[config.mk]
export PLATFORM = sky130hd
export DESIGN_NAME = adc_serial_emu
export DESIGN_NICKNAME = d
export VERILOG_FILES = /design/src/rtl/adc_emu_pkg.sv /design/src/rtl/adc_emu_seq.sv /design/src/rtl/adc_emu_cfg.sv /design/src/rtl/adc_emu_frame.sv /design/src/rtl/adc_serial_emu.sv
export SDC_FILE = /design/constraint.sdc
export NUM_CORES = 1
export LEC_CHECK = 0
export ABC_AREA = 1
export BUFFER_PORTS_ARGS = -buffer_cell sky130_fd_sc_hd__buf_2
export CELL_PAD_IN_SITES_DETAIL_PLACEMENT = 1
export CELL_PAD_IN_SITES_GLOBAL_PLACEMENT = 2
export CORE_MARGIN = 3
export CORE_UTILIZATION = 32
export DETAILED_ROUTE_END_ITERATION = 12
export PLACE_DENSITY = 0.85
export SYNTH_ARGS = -nofsm -noshare
export SYNTH_HDL_FRONTEND = slang
export SYNTH_SLANG_ARGS = --single-unit
[constraint.sdc]
create_clock -name clk -period 3.1 [get_ports clk]
set_clock_uncertainty 0.05 [all_clocks]
set_input_delay 0.31 -clock clk [delete_from_list [all_inputs] [get_ports clk]]
set_output_delay 0.31 -clock clk [all_outputs]
set_load 0.01 [all_outputs]
[src/rtl/adc_emu_pkg.sv]
package adc_emu_pkg;

  localparam int CFG_BITS = 12;

  typedef struct packed {
    logic       sgl;
    logic [2:0] addr;
    logic [3:0] osr;
    logic       twox;
  } conv_cfg_t;

  typedef enum logic [1:0] {
    SEQ_BOOT,
    SEQ_CONV,
    SEQ_WAIT,
    SEQ_DONE
  } seq_state_t;

  // Field layout of the captured word, first bit in the MSB position.
  function automatic conv_cfg_t unpack_cfg(input logic [CFG_BITS-1:0] w);
    conv_cfg_t c;
    c.sgl  = w[8];
    c.addr = w[7:5];
    c.osr  = w[4:1];
    c.twox = w[0];
    return c;
  endfunction

  function automatic logic cfg_word_ok(input logic [CFG_BITS-1:0] w);
    return (w[11:10] == 2'b10) && w[9];
  endfunction

endpackage

[src/rtl/adc_emu_seq.sv]
module adc_emu_seq
  import adc_emu_pkg::*;
#(
  parameter int BASE_CYCLES = 64,
  parameter int RES_W       = 30
) (
  input  logic             clk,
  input  logic             rst_n,
  input  logic             start,
  input  logic [3:0]       osr,
  input  logic             twox,
  input  logic             res_valid,
  input  logic [RES_W-1:0] res_data,
  output logic             res_ready,
  output logic             busy,
  output logic [RES_W-1:0] res_q,
  output logic             conv_start
);
  localparam int MAX_LEN = BASE_CYCLES * 16;
  localparam int TMR_W   = $clog2(MAX_LEN + 1);

  seq_state_t       state;
  logic [TMR_W-1:0] tmr;
  logic [TMR_W-1:0] full_len;
  logic [TMR_W-1:0] conv_len;

  always_comb begin
    full_len = TMR_W'(BASE_CYCLES) * (TMR_W'(osr) + TMR_W'(1));
    conv_len = twox ? (full_len >> 1) : full_len;
  end

  always_ff @(posedge clk) begin
    if (!rst_n) begin
      state      <= SEQ_BOOT;
      tmr        <= '0;
      res_q      <= '0;
      conv_start <= 1'b0;
    end else begin
      conv_start <= start;
      if (start) begin
        state <= SEQ_CONV;
        tmr   <= conv_len - TMR_W'(1);
      end else begin
        case (state)
          SEQ_CONV: begin
            if (tmr == '0) state <= SEQ_WAIT;
            else           tmr   <= tmr - TMR_W'(1);
          end
          SEQ_WAIT: begin
            if (res_valid) begin
              res_q <= res_data;
              state <= SEQ_DONE;
            end
          end
          default: ;
        endcase
      end
    end
  end

  assign res_ready = (state == SEQ_WAIT);
  assign busy      = (state != SEQ_DONE);

  assert_ready_low_at_start_R2: assert property (@(posedge clk) disable iff (!rst_n)
    conv_start |-> !res_ready);
  assert_accept_clears_busy_R3: assert property (@(posedge clk) disable iff (!rst_n)
    (res_valid && res_ready && !start) |=> !busy);
  assert_start_sets_busy_R6: assert property (@(posedge clk) disable iff (!rst_n)
    start |=> (busy && !res_ready));

endmodule

[src/rtl/adc_emu_cfg.sv]
module adc_emu_cfg
  import adc_emu_pkg::*;
#(
  parameter logic [3:0] DEFAULT_OSR = 4'd3
) (
  input  logic                clk,
  input  logic                rst_n,
  input  logic                frame_done,
  input  logic [CFG_BITS-1:0] cfg_word,
  output conv_cfg_t           cfg_q,
  output conv_cfg_t           cfg_next
);
  localparam conv_cfg_t CFG_RESET = '{sgl: 1'b0, addr: 3'd0, osr: DEFAULT_OSR, twox: 1'b0};

  logic accept;

  assign accept   = frame_done && cfg_word_ok(cfg_word);
  assign cfg_next = accept ? unpack_cfg(cfg_word) : cfg_q;

  always_ff @(posedge clk) begin
    if (!rst_n) cfg_q <= CFG_RESET;
    else        cfg_q <= cfg_next;
  end

  assert_bad_preamble_keeps_R10: assert property (@(posedge clk) disable iff (!rst_n)
    (frame_done && (cfg_word[11:10] != 2'b10)) |=> $stable(cfg_q));
  assert_idle_keeps_cfg_R8: assert property (@(posedge clk) disable iff (!rst_n)
    !frame_done |=> $stable(cfg_q));

endmodule

[src/rtl/adc_emu_frame.sv]
module adc_emu_frame
  import adc_emu_pkg::*;
#(
  parameter int RES_W = 30
) (
  input  logic                clk,
  input  logic                rst_n,
  input  logic                cs_n,
  input  logic                sck,
  input  logic                sdi,
  input  logic                busy,
  input  logic [RES_W-1:0]    res_q,
  output logic                sdo,
  output logic                sdo_oe,
  output logic                frame_done,
  output logic [CFG_BITS-1:0] cfg_word
);
  localparam int FRAME_W = RES_W + 2;
  localparam int CNT_W   = $clog2(FRAME_W);
  localparam logic [CNT_W-1:0] LAST = CNT_W'(FRAME_W - 1);

  logic               sck_q;
  logic [CNT_W-1:0]   bit_cnt;
  logic               sck_rise;
  logic               sck_fall;
  logic [FRAME_W-1:0] frame_w;

  assign sck_rise   = !cs_n && sck && !sck_q;
  assign sck_fall   = !cs_n && !sck && sck_q;
  assign frame_done = sck_fall && (bit_cnt == LAST);

  always_ff @(posedge clk) begin
    if (!rst_n) begin
      sck_q    <= 1'b0;
      bit_cnt  <= '0;
      cfg_word <= '0;
    end else begin
      sck_q <= sck;
      if (cs_n) begin
        bit_cnt  <= '0;
        cfg_word <= '0;
      end else if (frame_done) begin
        bit_cnt  <= '0;
        cfg_word <= '0;
      end else begin
        if (sck_fall) bit_cnt <= bit_cnt + CNT_W'(1);
        if (sck_rise && (bit_cnt < CNT_W'(CFG_BITS)))
          cfg_word <= {cfg_word[CFG_BITS-2:0], sdi};
      end
    end
  end

  // Bit 31 is the live end-of-conversion level.
  assign frame_w = {busy, 1'b0, res_q};
  assign sdo     = frame_w[LAST - bit_cnt];
  assign sdo_oe  = !cs_n;

  assert_idle_rewinds_R7: assert property (@(posedge clk) disable iff (!rst_n)
    cs_n |=> (bit_cnt == '0));
  assert_done_drives_high_R6: assert property (@(posedge clk) disable iff (!rst_n)
    frame_done |=> (sdo || cs_n));

endmodule

[src/rtl/adc_serial_emu.sv]
module adc_serial_emu
  import adc_emu_pkg::*;
#(
  parameter int         BASE_CYCLES = 64,
  parameter int         RES_W       = 30,
  parameter logic [3:0] DEFAULT_OSR = 4'd3
) (
  input  logic             clk,
  input  logic             rst_n,
  input  logic             cs_n,
  input  logic             sck,
  input  logic             sdi,
  output logic             sdo,
  output logic             sdo_oe,
  input  logic             res_valid,
  output logic             res_ready,
  input  logic [RES_W-1:0] res_data,
  output logic             conv_start,
  output logic             cfg_sgl,
  output logic [2:0]       cfg_addr,
  output logic [3:0]       cfg_osr,
  output logic             cfg_twox
);
  logic                boot;
  logic                start;
  logic                frame_done;
  logic                busy;
  logic [RES_W-1:0]    res_q;
  logic [CFG_BITS-1:0] cfg_word;
  conv_cfg_t           cfg_q;
  conv_cfg_t           cfg_next;

  always_ff @(posedge clk) begin
    if (!rst_n) boot <= 1'b1;
    else        boot <= 1'b0;
  end

  assign start = boot || frame_done;

  adc_emu_frame #(.RES_W(RES_W)) frame_i (
    .clk(clk), .rst_n(rst_n), .cs_n(cs_n), .sck(sck), .sdi(sdi),
    .busy(busy), .res_q(res_q), .sdo(sdo), .sdo_oe(sdo_oe),
    .frame_done(frame_done), .cfg_word(cfg_word)
  );

  adc_emu_cfg #(.DEFAULT_OSR(DEFAULT_OSR)) cfg_i (
    .clk(clk), .rst_n(rst_n), .frame_done(frame_done), .cfg_word(cfg_word),
    .cfg_q(cfg_q), .cfg_next(cfg_next)
  );

  adc_emu_seq #(.BASE_CYCLES(BASE_CYCLES), .RES_W(RES_W)) seq_i (
    .clk(clk), .rst_n(rst_n), .start(start), .osr(cfg_next.osr), .twox(cfg_next.twox),
    .res_valid(res_valid), .res_data(res_data), .res_ready(res_ready),
    .busy(busy), .res_q(res_q), .conv_start(conv_start)
  );

  assign cfg_sgl  = cfg_q.sgl;
  assign cfg_addr = cfg_q.addr;
  assign cfg_osr  = cfg_q.osr;
  assign cfg_twox = cfg_q.twox;

  assert_idle_no_start_R8: assert property (@(posedge clk) disable iff (!rst_n)
    (cs_n && !boot) |=> !conv_start);

endmodule

**Yosys cells after proc, flatten, opt, wreduce, memory -nomap -nowiden**

Cells that the tools add are included.

- Bits in registers: 72
- Logic and storage cells: 66
- Bits of input ports: 36
- Output and inout bits: 13

- Eq/ne operators: 10
- Bitwise operators: 2
- Reduce and logical (&&, ||, !) cells: 22
- Add/sub/neg operators: 5
- Magnitude comparators: 2
- Multiplexer cells: 12

Operators by type and width:

| operator | count |
|---|---|
| 2-to-1 mux 11 bit | 4 |
| subtractor 11 x 1 -> 11 bit (second input constant) | 2 |
| logical NOT 11 bit | 1 |
| AND reduction 3 bit | 3 |
| logical AND 1 bit | 8 |
| less-than comparator 5 x 6 -> 1 bit (second input constant) | 1 |
| adder 4 x 1 -> 5 bit (second input constant) | 1 |
| adder 5 x 1 -> 5 bit (second input constant) | 1 |
| binary-select mux 1 bit (select 5 bit) | 1 |
| == test 5 bit (second input constant) | 1 |
| less-than comparator 5 x 4 -> 1 bit (second input constant) | 1 |
| 2-to-1 mux 5 bit | 1 |
| subtractor 5 bit (first input constant) | 1 |
| == test 2 bit (second input constant) | 2 |
| 2-to-1 mux 2 bit | 2 |
| inequality test 2 x 1 -> 1 bit (second input constant) | 2 |
| inequality test 2 bit (second input constant) | 2 |
| case mux 2 bit (2 select lines) | 1 |
| nonzero test 2 bit | 2 |
| logical NOT 1 bit | 3 |
| 2-to-1 mux 1 bit | 3 |
| inequality test 3 x 1 -> 1 bit (second input constant) | 1 |
| inequality test 3 x 2 -> 1 bit (second input constant) | 1 |
| nonzero test 3 bit | 1 |
| other kinds (6) | 7 |

**Depth between registers and ports, before layout**

Gate-level depths: netlist of run 1.

- Depth after elaboration: 10
- Depth in mapped cells: 21

**By module**

A second synthesis of run 1 with hierarchy kept.

- Cell total of the unflattened synthesis: 558
- Area total of the unflattened synthesis: 3706.1 um^2

Modules (own cells, without submodules):

| module | area an instance (um^2) | seq. area each (um^2) | cells each | times used |
|---|---|---|---|---|
| adc_emu_seq | 2024.4 | 880.8 | 292 | 1 |
| adc_emu_frame | 1192.4 | 360.3 | 189 | 1 |
| adc_emu_cfg | 454.2 | 180.2 | 72 | 1 |
| adc_serial_emu | 35.0 | 20.0 | 5 | 1 |

**Worst setup path after synthesis of run 1**

No wires, ideal clock.

- Path kind: register -> register
- Start: register frame_i.bit_cnt[2]
- End: register seq_i.tmr[9]
- Data arrival time: 2.457 ns
- Setup time: 0.109 ns
- Cell stages (with the launch flop): 20
- Path slack: 0.484 ns
- Buffers on the path: 2
- Required time: 2.941 ns
- Cell sequence: dfxtp_1 -> clkbuf_1 -> nand2_1 -> nor2_1 -> ha_1 -> nand3_2 -> buf_6 -> o21ai_0 -> nand2_2 -> ha_1 -> inv_1 -> nand3_1 -> nand3_2 -> nand2_2 -> nor2_1 -> nand2_1 -> o21ai_1 -> nand3_1 -> nand2_1 -> inv_1

RTL lines:

| what | RTL line | text |
|---|---|---|
| start: declaration | adc_emu_frame.sv:23 | `logic [CNT_W-1:0] bit_cnt;` |
| start signal: assignment | adc_emu_frame.sv:46 | `if (sck_fall) bit_cnt <= bit_cnt + CNT_W'(1);` |
| end signal: assignment | adc_emu_seq.sv:42 | `tmr <= conv_len - TMR_W'(1);` |
| end signal: assignment | adc_emu_seq.sv:47 | `else tmr <= tmr - TMR_W'(1);` |
| end: declaration | adc_emu_seq.sv:23 | `logic [TMR_W-1:0] tmr;` |

==> out/results.ini, run 1 <==
[clocking]
clkSinkCount=72
cts.clk_slew.worst_paths_ns=0.08
cts_buffer_depth=2
clkLatencyLatePin_ns=0.36
clk_root_buffer_cell=clkbuf_8
h-tree-depth=3
numCtsBuffers=9
cts_tree=built

[global_route]
grt_pass1_wl_um=16000
grt_max_degree=33
grt_pass1_vias=3345
grt_overflow_total=0
grt_usage_pct=15.8
antenna_found_initial=0

[setup_path]
crit_top_cell=nor2_1
max_stage_delay_ns=0.35
critPathCaptureType=flip-flop
path_cells=ha_1 -> inv_1 -> nor2_1 -> ha_1 -> nand3_4 -> nor2_8 -> nand2_1 -> nand2_1 -> ha_1 -> inv_1 -> nand3_1 -> nand3_2 -> nand2_2 -> nor2_1 -> nand2_2 -> nor2_4 -> a21oi_1 -> nor2_1 -> nor2_1
path_buf_inv=2
cp_top_family=simple AND/OR/NAND/NOR gates
required_ns=3.30
arrival_ns=3.04
start_kind=flip-flop
worst-setup-path-type=reg2reg
cpMaxStageDelayCell=dfxtp_1
worstPathMaxFanout=8

[sta]
max_freq_mhz=352
rsz0062_at_grt=yes
fin_crit_sh_pct=91.6
relSlewSlack_pct=63.1
finalHoldViolCount=0
layout_min_cycle_time_ns=2.84
whs_ns=0.126
slew_viol_final=0
final.setup.tns_ns=0
worst_pin_slew_ns=0.554
setup_violations=0

[hold_path]
hp-class=in2reg

[power_and_ir_drop]
ir_worst_vdd_mv=0.186
pwr_density_cell_nw_per_um2=476
p_leak_nw=1.71

[synth]
avgSynthCellArea_um2=7.41
synth-edff-count=0
synth_area_um2=3490
yosysUniqueCellTypes=39
synth.most_common_cell=o21ai_0
ys_seq_elements=72
ys.flop_type=dfxtp_1
synth_top_area_share_pct=41.3
ys_top_cells_by_count=o21ai_0, dfxtp_1, inv_1
yosys.area.top_type=dfxtp_1
synth-seq-area-share_pct=41.3
synth_area_leaders=dfxtp_1, o21ai_0, a21oi_1, inv_1, nand2_1
syn_inst=471
async_flop_share_pct=0
synthesis.nets=514
synth_warnings=0

[routing]
via_per_inst=4.86
vias=3195
wl_per_cell_um=14.2
drc=0
dr.pass1.iters=4
ant_nets=0
routed_wl_um=9340
initialDrtViolationCount=135

[cells_and_area]
final_layout_size_suffix_gt1_share_pct=21.9
diodes=0
layout.nets=559
area_growth_pct=17.6
fin_util_pct=39.2

[floorplan]
core_um2=10500
die_width_um=110
design.die.area_um2=12200
die_h_um=110
io_pins=49
rows=37
start_util_pct=33.4

[status]
run_status=complete, no violations

[place]
io_buffers=48
place_hpwl_um=6710
gp_congestion=0.798

[job]
max_cap_viol_count=0

cell usage in the layout, fill, tap and decap left out, drive strengths merged, types with 2 or more instances in the layout:
master / count
o21ai: 79
inv: 75
dfxtp: 72
a21oi: 68
nand2: 64
buf: 57
nor2: 30
nand3: 24
clkbuf: 10
ha: 7
clkinvlp: 4
o21bai: 4
a31oi: 3
nor3: 3
nor4: 3
o22ai: 2
nand3b: 2
a211oi: 2
nand4: 2
report_power, final:
| part | switching (mW) | total [mW] | internal, mW |
|---|---|---|---|
| Combinational | 0.134 | 0.215 | 0.0812 |
| Clock | 0.382 | 0.756 | 0.374 |
| Sequential | 0.0247 | 0.983 | 0.958 |
| Total | 0.541 | 1.95 | 1.41 |
sequential cells by signal (all words and copies together) (netlist names):
register          flops
frame_i.sck_q         1
frame_i.cfg_word     12
seq_i.res_q          30
boot                  1
frame_i.bit_cnt       5
seq_i.conv_start      1
seq_i.tmr            11
cfg_i.cfg_q           9
seq_i.state           2
final cells by class:
cell class	count	area, µm²
clock buffers	10	128
inverters	74	278
multi-input cells	302	1700
clock inverters	6	68.8
repair buffers	57	320
flip-flops and latches	72	1440
fillers	1336	6360
well taps	136	170
worst paths after layout:
check             cells past startpoint  slack, ns             endpoint          startpoint
setup / recovery                     19       0.26        seq_i.tmr[10]  frame_i.bit_cnt[1]
hold / removal                        3       0.13  frame_i.cfg_word[0]                 sdi
setup reg to reg                     19       0.26        seq_i.tmr[10]  frame_i.bit_cnt[1]
hold reg to reg                       2       0.40      seq_i.res_q[23]     seq_i.res_q[23]
per-stage QoR:
step,cells,cell area [µm²],setup slack [ns],power (mW)
finish,657,4100,0.259,1.95
global route,657,4100,-0.0473,2.07
CTS,655,4060,0.106,1.98
detailed placement,639,3870,0.163,1.22
global placement,639,3870,0.299,1.21
floorplan,471,3490,0.484,1.14
logic make-up after synthesis:
group	Yosys count	synth area share, %
AO/OA/AOI/OAI	165	25.6
flip-flops	72	41.3
AND/OR/NAND/NOR	129	19.2
adder cells (fa/ha/maj)	7	2.51
buffers and inverters	97	11.1
XOR/XNOR	1	0.251
repair_timing:
| action | CTS | global route |
|---|---|---|
| resized for setup | 0 | 6 |
| setup endpoints to repair | 0 | 4 |
| setup buffers | 0 | 2 |
| hold buffers | 0 | 0 |
worst register-to-register path, cell delays in order (launching register included):
cell     delay (ns)
dfxtp_1        0.35
ha_1           0.17
inv_1          0.06
nor2_1         0.13
ha_1           0.22
nand3_4        0.20
nor2_8         0.19
nand2_1        0.10
nand2_1        0.14
ha_1           0.25
inv_1          0.08
nand3_1        0.09
nand3_2        0.09
nand2_2        0.07
nor2_1         0.12
nand2_2        0.09
nor2_4         0.09
a21oi_1        0.07
nor2_1         0.10
nor2_1         0.04
layer usage:
layer / global-route usage [%] / part of all wire, % / vias to the layer above
met5: 0 / 0 / -
met4: 5.58 / 1.5 / 0
met3: 3.89 / 4.1 / 14
met2: 26.1 / 46 / 51
met1: 20.1 / 48 / 1482
li1: - / - / 1648
No activity file was read; power rests on OpenSTA's default activity.
==> run 2, diff against run 1 <==
BUFFER_PORTS_ARGS = -buffer_cell sky130_fd_sc_hd__buf_4   (was -buffer_cell sky130_fd_sc_hd__buf_2)
CTS_CLUSTER_DIAMETER = 60   (was unset)
==> run 2 against run 1 <==
Against the previous run: sequential power barely moved; sequential share of layout area decreased by 0.63 points; clock power shrank 1%; register-to-register slack better by 0.098 ns; critical endpoint unchanged; first-iteration DRC count fell by 33%.
==> out/results.ini, run 2 (synthesized netlist as in run 1, its figures left out) <==
[sta]
setup_ws_ns=0.358  ; +0.0981 ns
relSlewSlack_pct=65.5  ; +2.5 points
fin_crit_sh_pct=88.5  ; -3.2 points
layout_min_cycle_time_ns=2.74  ; -0.0981 ns
slew_viol_final=0  ; unchanged
finalHoldViolCount=0  ; unchanged
max_freq_mhz=365  ; +3.6%
rsz0062_at_grt=no
worst_pin_slew_ns=0.517  ; -0.0366 ns
final.setup.tns_ns=0  ; unchanged
setup_violations=0  ; unchanged

[routing]
routed_wl_um=8890  ; -4.8%
dr.pass1.iters=4  ; unchanged
vias=3176  ; -0.59%
via_per_inst=4.86  ; -0.14%
wl_per_cell_um=13.6  ; -4.4%
ant_nets=0  ; unchanged
routed.top_layer=met4
wl_met1_um=4270  ; -4.8%
wl_met3_um=317  ; -17%
initialDrtViolationCount=91  ; -33%
met2_length_um=4130  ; -4.5%
drc=0  ; unchanged

[setup_path]
worstPathMaxFanout=12  ; +4
required_ns=3.30  ; about the same
start_kind=flip-flop
critPathCaptureType=flip-flop
rr_worst_depth=18  ; -1
arrival_ns=2.94  ; -0.10 ns
worst-setup-path-type=reg2reg

[power_and_ir_drop]
pwr_density_cell_nw_per_um2=467  ; -1.8%
ir_worst_vdd_mv=0.198  ; +6.2%
p_leak_nw=1.74  ; +1.7%

[floorplan]
rows=37  ; unchanged
design.die.area_um2=12200  ; unchanged
die_width_um=110  ; unchanged
core_um2=10500  ; unchanged
die_h_um=110  ; unchanged
start_util_pct=33.4  ; unchanged
io_pins=49  ; unchanged

[place]
io_buffers=48  ; unchanged
dp_slack_ns=0.145  ; -0.0180 ns
gp_congestion=0.791  ; -0.93%
place_hpwl_um=6460  ; -3.7%

[global_route]
grt_overflow_total=0  ; unchanged
grt_max_degree=61  ; +85%
antenna_found_initial=0  ; unchanged
grt_usage_pct=15.1  ; -0.75 points
grt_pass1_vias=3314  ; -0.93%
grt_pass1_wl_um=15500  ; -3.3%

[cells_and_area]
multi_input_area_um2=1680  ; -0.88%
nFillCells=1350  ; +1.0%
largest_reg_flops=30  ; unchanged
diodes=0  ; unchanged
final_layout_size_suffix_gt1_share_pct=21.2  ; -0.65 points
reg_top3=seq_i.res_q x30, frame_i.cfg_word x12, seq_i.tmr x11
ff_latch_area_um2=1440  ; unchanged
top_register=seq_i.res_q
final_common_cell=o21ai_0
layout.nets=557  ; -0.36%
layout_common_cells=o21ai_0, dfxtp_1, inv_1
area_growth_pct=19.8

[clocking]
cts_hold_buffers=0  ; unchanged
h-tree-depth=3  ; unchanged
cts_buffer_depth=2  ; unchanged
clkSinkCount=72  ; unchanged
cts.clk_slew.worst_paths_ns=0.08  ; about the same
clk_root_buffer_cell=clkbuf_8
clkLatencyLatePin_ns=0.35  ; about the same
cts_tree=built
numCtsBuffers=9  ; unchanged

[job]
max_cap_viol_count=0  ; unchanged

[hold_path]
hold_path_depth=3  ; unchanged
hp-class=in2reg

[status]
run_status=complete, no violations

run 2: changes by cell type in the layout (fill, tap and decap cells not counted), sizes merged:
cell	change
buf	-2
clkinv	+2
clkinvlp	-3
run 2: worst paths after layout:
kind                                    startpoint                  end  slack, ns
worst min-delay path                           sdi  frame_i.cfg_word[0]       0.14
worst min register to register     seq_i.res_q[20]      seq_i.res_q[20]       0.40
worst max register to register  frame_i.bit_cnt[0]        seq_i.tmr[10]       0.36
worst max-delay path            frame_i.bit_cnt[0]        seq_i.tmr[10]       0.36
run 2: layout make-up:
cell class | instances | share of cell area [%]
clock inverter | 5 | 1.35
multi-input combinational | 302 | 40.3
clock buffer | 10 | 3.29
tap | 136 | 4.07
sequential | 72 | 34.5
inverter | 74 | 6.65
timing repair buffer | 55 | 9.88
run 2: through the flow:
step	power, mW	util, %	hold slack [ns]	instance area, µm²	cells
3_5_place_dp	1.23	37.9	0.390	3970	638
3_3_place_gp	1.22	37.9	0.379	3970	638
2_1_floorplan	1.14	-	0.353	3490	471
4_1_cts	1.99	39.8	0.131	4160	653
6_report	1.95	39.9	0.144	4180	654
5_1_grt	2.06	39.9	0.134	4180	654
run 2: what timing repair did:
item,in CTS,in global routing
buffers inserted,0,1
gates resized for setup,0,3
setup endpoints to repair,0,2
run 2: worst max-delay path, cell delays in order, from the launching register on:
cell     delay (ns)
dfxtp_1        0.34
ha_1           0.17
inv_1          0.05
nor2_1         0.13
ha_1           0.21
nand3_4        0.17
nand2_4        0.18
inv_2          0.14
nand2_2        0.13
ha_1           0.18
nand2_1        0.08
nor2_1         0.12
nand3_1        0.12
nor2_1         0.14
nand2_2        0.09
nor2_4         0.10
a21oi_1        0.07
nor2_1         0.12
nor2_1         0.04
run 2: routing by layer:
metal | track usage [%] | vias up
met5 | 0 | -
met4 | 5.09 | 0
met3 | 3.51 | 15
met2 | 25.2 | 49
met1 | 19.1 | 1472
li1 | - | 1640
run 2: power by group:
group | internal, mW | switching, mW
sequential | 0.958 | 0.0249
combinational | 0.0923 | 0.131
clock | 0.389 | 0.358
==> run 3, diff against run 2 <==
ABC_AREA = unset   (was 1)
CORE_UTILIZATION = 34   (was 32)
PLACE_DENSITY = 0.86   (was 0.85)
==> run 3 against run 2 <==
Against the previous run: power grew 4.9%; worst setup slack lost 0.35 ns; cell area grew 2.7%; first-iteration DRC count shrank 22%; wire length is essentially flat; synthesized cell count shrank 15%; global-route usage grew 1.2 points; count of clock-buffer cells in the layout grew 2; fmax shrank 11%; largest cell class unchanged.
==> out/results.ini, run 3 <==
[setup_path]
start_kind=flip-flop
worstPathMaxFanout=4  ; -8
worst-setup-path-type=reg2reg
critPathCaptureType=flip-flop
required_ns=3.24  ; -0.06 ns
arrival_ns=3.24  ; +0.30 ns
path_cells=ha_4 -> and3_4 -> ha_4 -> and4bb_2 -> nand2_8 -> mux2i_4 -> inv_2 -> ha_4 -> nor2b_4 -> o211ai_1 -> nand2_1 -> a222oi_1 -> and3_1 -> xor2_1 -> a211oi_1
crit_top_cell=ha_4
cpMaxStageDelayCell=a222oi_1
max_stage_delay_ns=0.36  ; +0.02 ns

[power_and_ir_drop]
ir_worst_vdd_mv=0.224  ; +13%
p_leak_nw=1.64  ; -5.6%
pwr_density_cell_nw_per_um2=478  ; +2.2%

[clocking]
h-tree-depth=3  ; unchanged
numCtsBuffers=9  ; unchanged
clkLatencyLatePin_ns=0.35  ; about the same
cts.clk_slew.worst_paths_ns=0.09  ; about the same
cts_buffer_depth=2  ; unchanged
cts_hold_buffers=0  ; unchanged
clkSinkCount=72  ; unchanged
clk_root_buffer_cell=clkbuf_8
cts_tree=built

[place]
gp_congestion=0.777  ; -1.7%
place_hpwl_um=6290  ; -2.7%
dp.cells=571  ; -11%
io_buffers=48  ; unchanged

[synth]
avgSynthCellArea_um2=8.51  ; +15%
syn_inst=400  ; -15%
synth-edff-count=0  ; unchanged
synthesis.nets=443  ; -14%
yosys.area.top_type=dfxtp_1
synth.most_common_cell=nand2_1
ys_top_cells_by_count=nand2_1, dfxtp_1, a21oi_1
ys_seq_elements=72  ; unchanged
ys.flop_type=dfxtp_1
yosysUniqueCellTypes=52  ; +33%
synth_warnings=0  ; unchanged
async_flop_share_pct=0  ; unchanged
synth_area_leaders=dfxtp_1, nand2_1, a21oi_1, mux2i_1, mux4_2
synth_area_um2=3400  ; -2.5%
synth_top_area_share_pct=42.4  ; +1.1 points
synth-seq-area-share_pct=42.4  ; +1.1 points

[global_route]
grt_max_degree=51  ; -16%
grt_pass1_wl_um=14800  ; -4.5%
grt_overflow_total=0  ; unchanged
antenna_found_initial=0  ; unchanged
grt_pass1_vias=3059  ; -7.7%
grt_usage_pct=16.3  ; +1.2 points

[cells_and_area]
final_common_cell=nand2_1
final_layout_size_suffix_gt1_share_pct=24.0  ; +2.7 points
multi_input_area_um2=1910  ; +13%
nFillCells=1164  ; -14%
final_cells=592  ; -9.5%
top_register=seq_i.res_q
ff_latch_area_um2=1440  ; +0.17%
reg_top3=seq_i.res_q x30, frame_i.cfg_word x12, seq_i.tmr x11
layout_common_cells=nand2_1, dfxtp_1, buf_4
layout.nets=501  ; -10%
largest_reg_flops=30  ; unchanged
area_growth_pct=26.1
diodes=0  ; unchanged
fin_util_pct=45.4  ; +5.4 points

[sta]
fin_crit_sh_pct=99.8  ; +11 points
setup_violations=0  ; unchanged
worst_pin_slew_ns=0.897  ; +0.380 ns
slew_viol_final=0  ; unchanged
whs_ns=0.147  ; +0.00343 ns
layout_min_cycle_time_ns=3.09  ; +0.351 ns
rsz0062_at_grt=yes
relSlewSlack_pct=40.1  ; -25 points
max_freq_mhz=323  ; -11%
finalHoldViolCount=0  ; unchanged

[routing]
vias=3009  ; -5.3%
via_per_inst=5.08  ; +4.7%
wl_per_cell_um=15.0  ; +10%
initialDrtViolationCount=71  ; -22%
drc=0  ; unchanged
ant_nets=0  ; unchanged
dr.pass1.iters=4  ; unchanged
routed_wl_um=8890  ; about the same

[floorplan]
core_um2=9460  ; -9.6%
die_width_um=106  ; -4.0%
die_h_um=106  ; -4.0%
design.die.area_um2=11200  ; -7.8%
io_pins=49  ; unchanged
start_util_pct=36.0  ; +2.6 points
rows=35  ; -5.4%

[job]
max_cap_viol_count=0  ; unchanged

[hold_path]
hp-class=in2reg

[status]
run_status=complete, no violations

-- run 3: cell count changes after synthesis, sizes merged, moves of 5 or more --
cell,delta
mux2i,+23
nor2b,+5
inv,-66
o21ai,-69
nor2,+5
xor2,+5
mux4,+8
nand2,+32
nand3,-12
a21oi,-25
-- run 3: routing by layer --
layer	global-route usage, %	up-vias	share of wire [%]
li1	-	1496	-
met1	20.2	1434	45
met2	28.1	66	49
met3	2.85	13	4.0
met4	6.29	0	1.7
met5	0	-	0
-- run 3: metrics by stage --
stage,total power [mW],worst slack (ns),cell area (µm²),setup TNS [ns]
final,2.05,0.00675,4290,0
after global routing,2.15,-0.213,4290,-0.697
after CTS,2.07,-0.0524,4260,-0.0524
after detailed placement,1.20,-0.0823,3990,-0.107
after global placement,1.19,0.0375,3990,0
after floorplan,1.12,0.0106,3450,0
-- run 3: path summary, 6_finish.rpt --
| kind | start | endpoint | slack (ns) | depth (start not counted) |
|---|---|---|---|---|
| max | frame_i.bit_cnt[1] | seq_i.tmr[8] | 0.007 | 15 |
| min | sdi | frame_i.cfg_word[0] | 0.15 | 3 |
| max reg2reg | frame_i.bit_cnt[1] | seq_i.tmr[8] | 0.007 | 15 |
| min reg2reg | cfg_i.cfg_q[6] | cfg_i.cfg_q[6] | 0.41 | 2 |
-- run 3: layout make-up --
| type | instances | area share [%] |
|---|---|---|
| Clock inverter | 4 | 1.78 |
| Tap cell | 129 | 3.76 |
| Timing Repair Buffer | 69 | 12.1 |
| Inverter | 8 | 0.700 |
| Clock buffer | 12 | 3.62 |
| Multi-Input combinational cell | 298 | 44.4 |
| Sequential cell | 72 | 33.7 |
-- run 3: logic make-up after synthesis --
logic type	Yosys count	share of synthesized area, %
multiplexers	31	12.5
flip-flops	72	42.4
XOR/XNOR	9	2.32
buffers and inverters	30	3.57
AO/OA/AOI/OAI	79	14.5
AND/OR/NAND/NOR	172	22.2
adder cells (fa/ha/maj)	7	2.57
-- run 3: what timing repair did --
| item | 4_1_cts | 5_1_grt |
|---|---|---|
| gates resized for setup | 3 | 4 |
| setup endpoints to repair | 4 | 4 |
| pin swaps | 9 | 7 |
| buffers inserted | 3 | 2 |
-- run 3: critical path, delay by kind of cell (launching register included) --
| family | cells | cell delay (ns) |
|---|---|---|
| buf+inv | 1 | 0.08 |
| fa+ha+maj | 3 | 0.47 |
| simple gates | 6 | 1.00 |
| xor+xnor | 1 | 0.16 |
| flops | 1 | 0.34 |
| compound gates | 3 | 0.62 |
| mux | 1 | 0.23 |
-- run 3: power breakdown --
part           leakage (nW)  internal, mW  total [mW]  switching, mW
Combinational         0.944        0.0976       0.209          0.111
Sequential            0.585         0.948       0.968         0.0203
Clock                 0.113         0.500       0.873          0.374
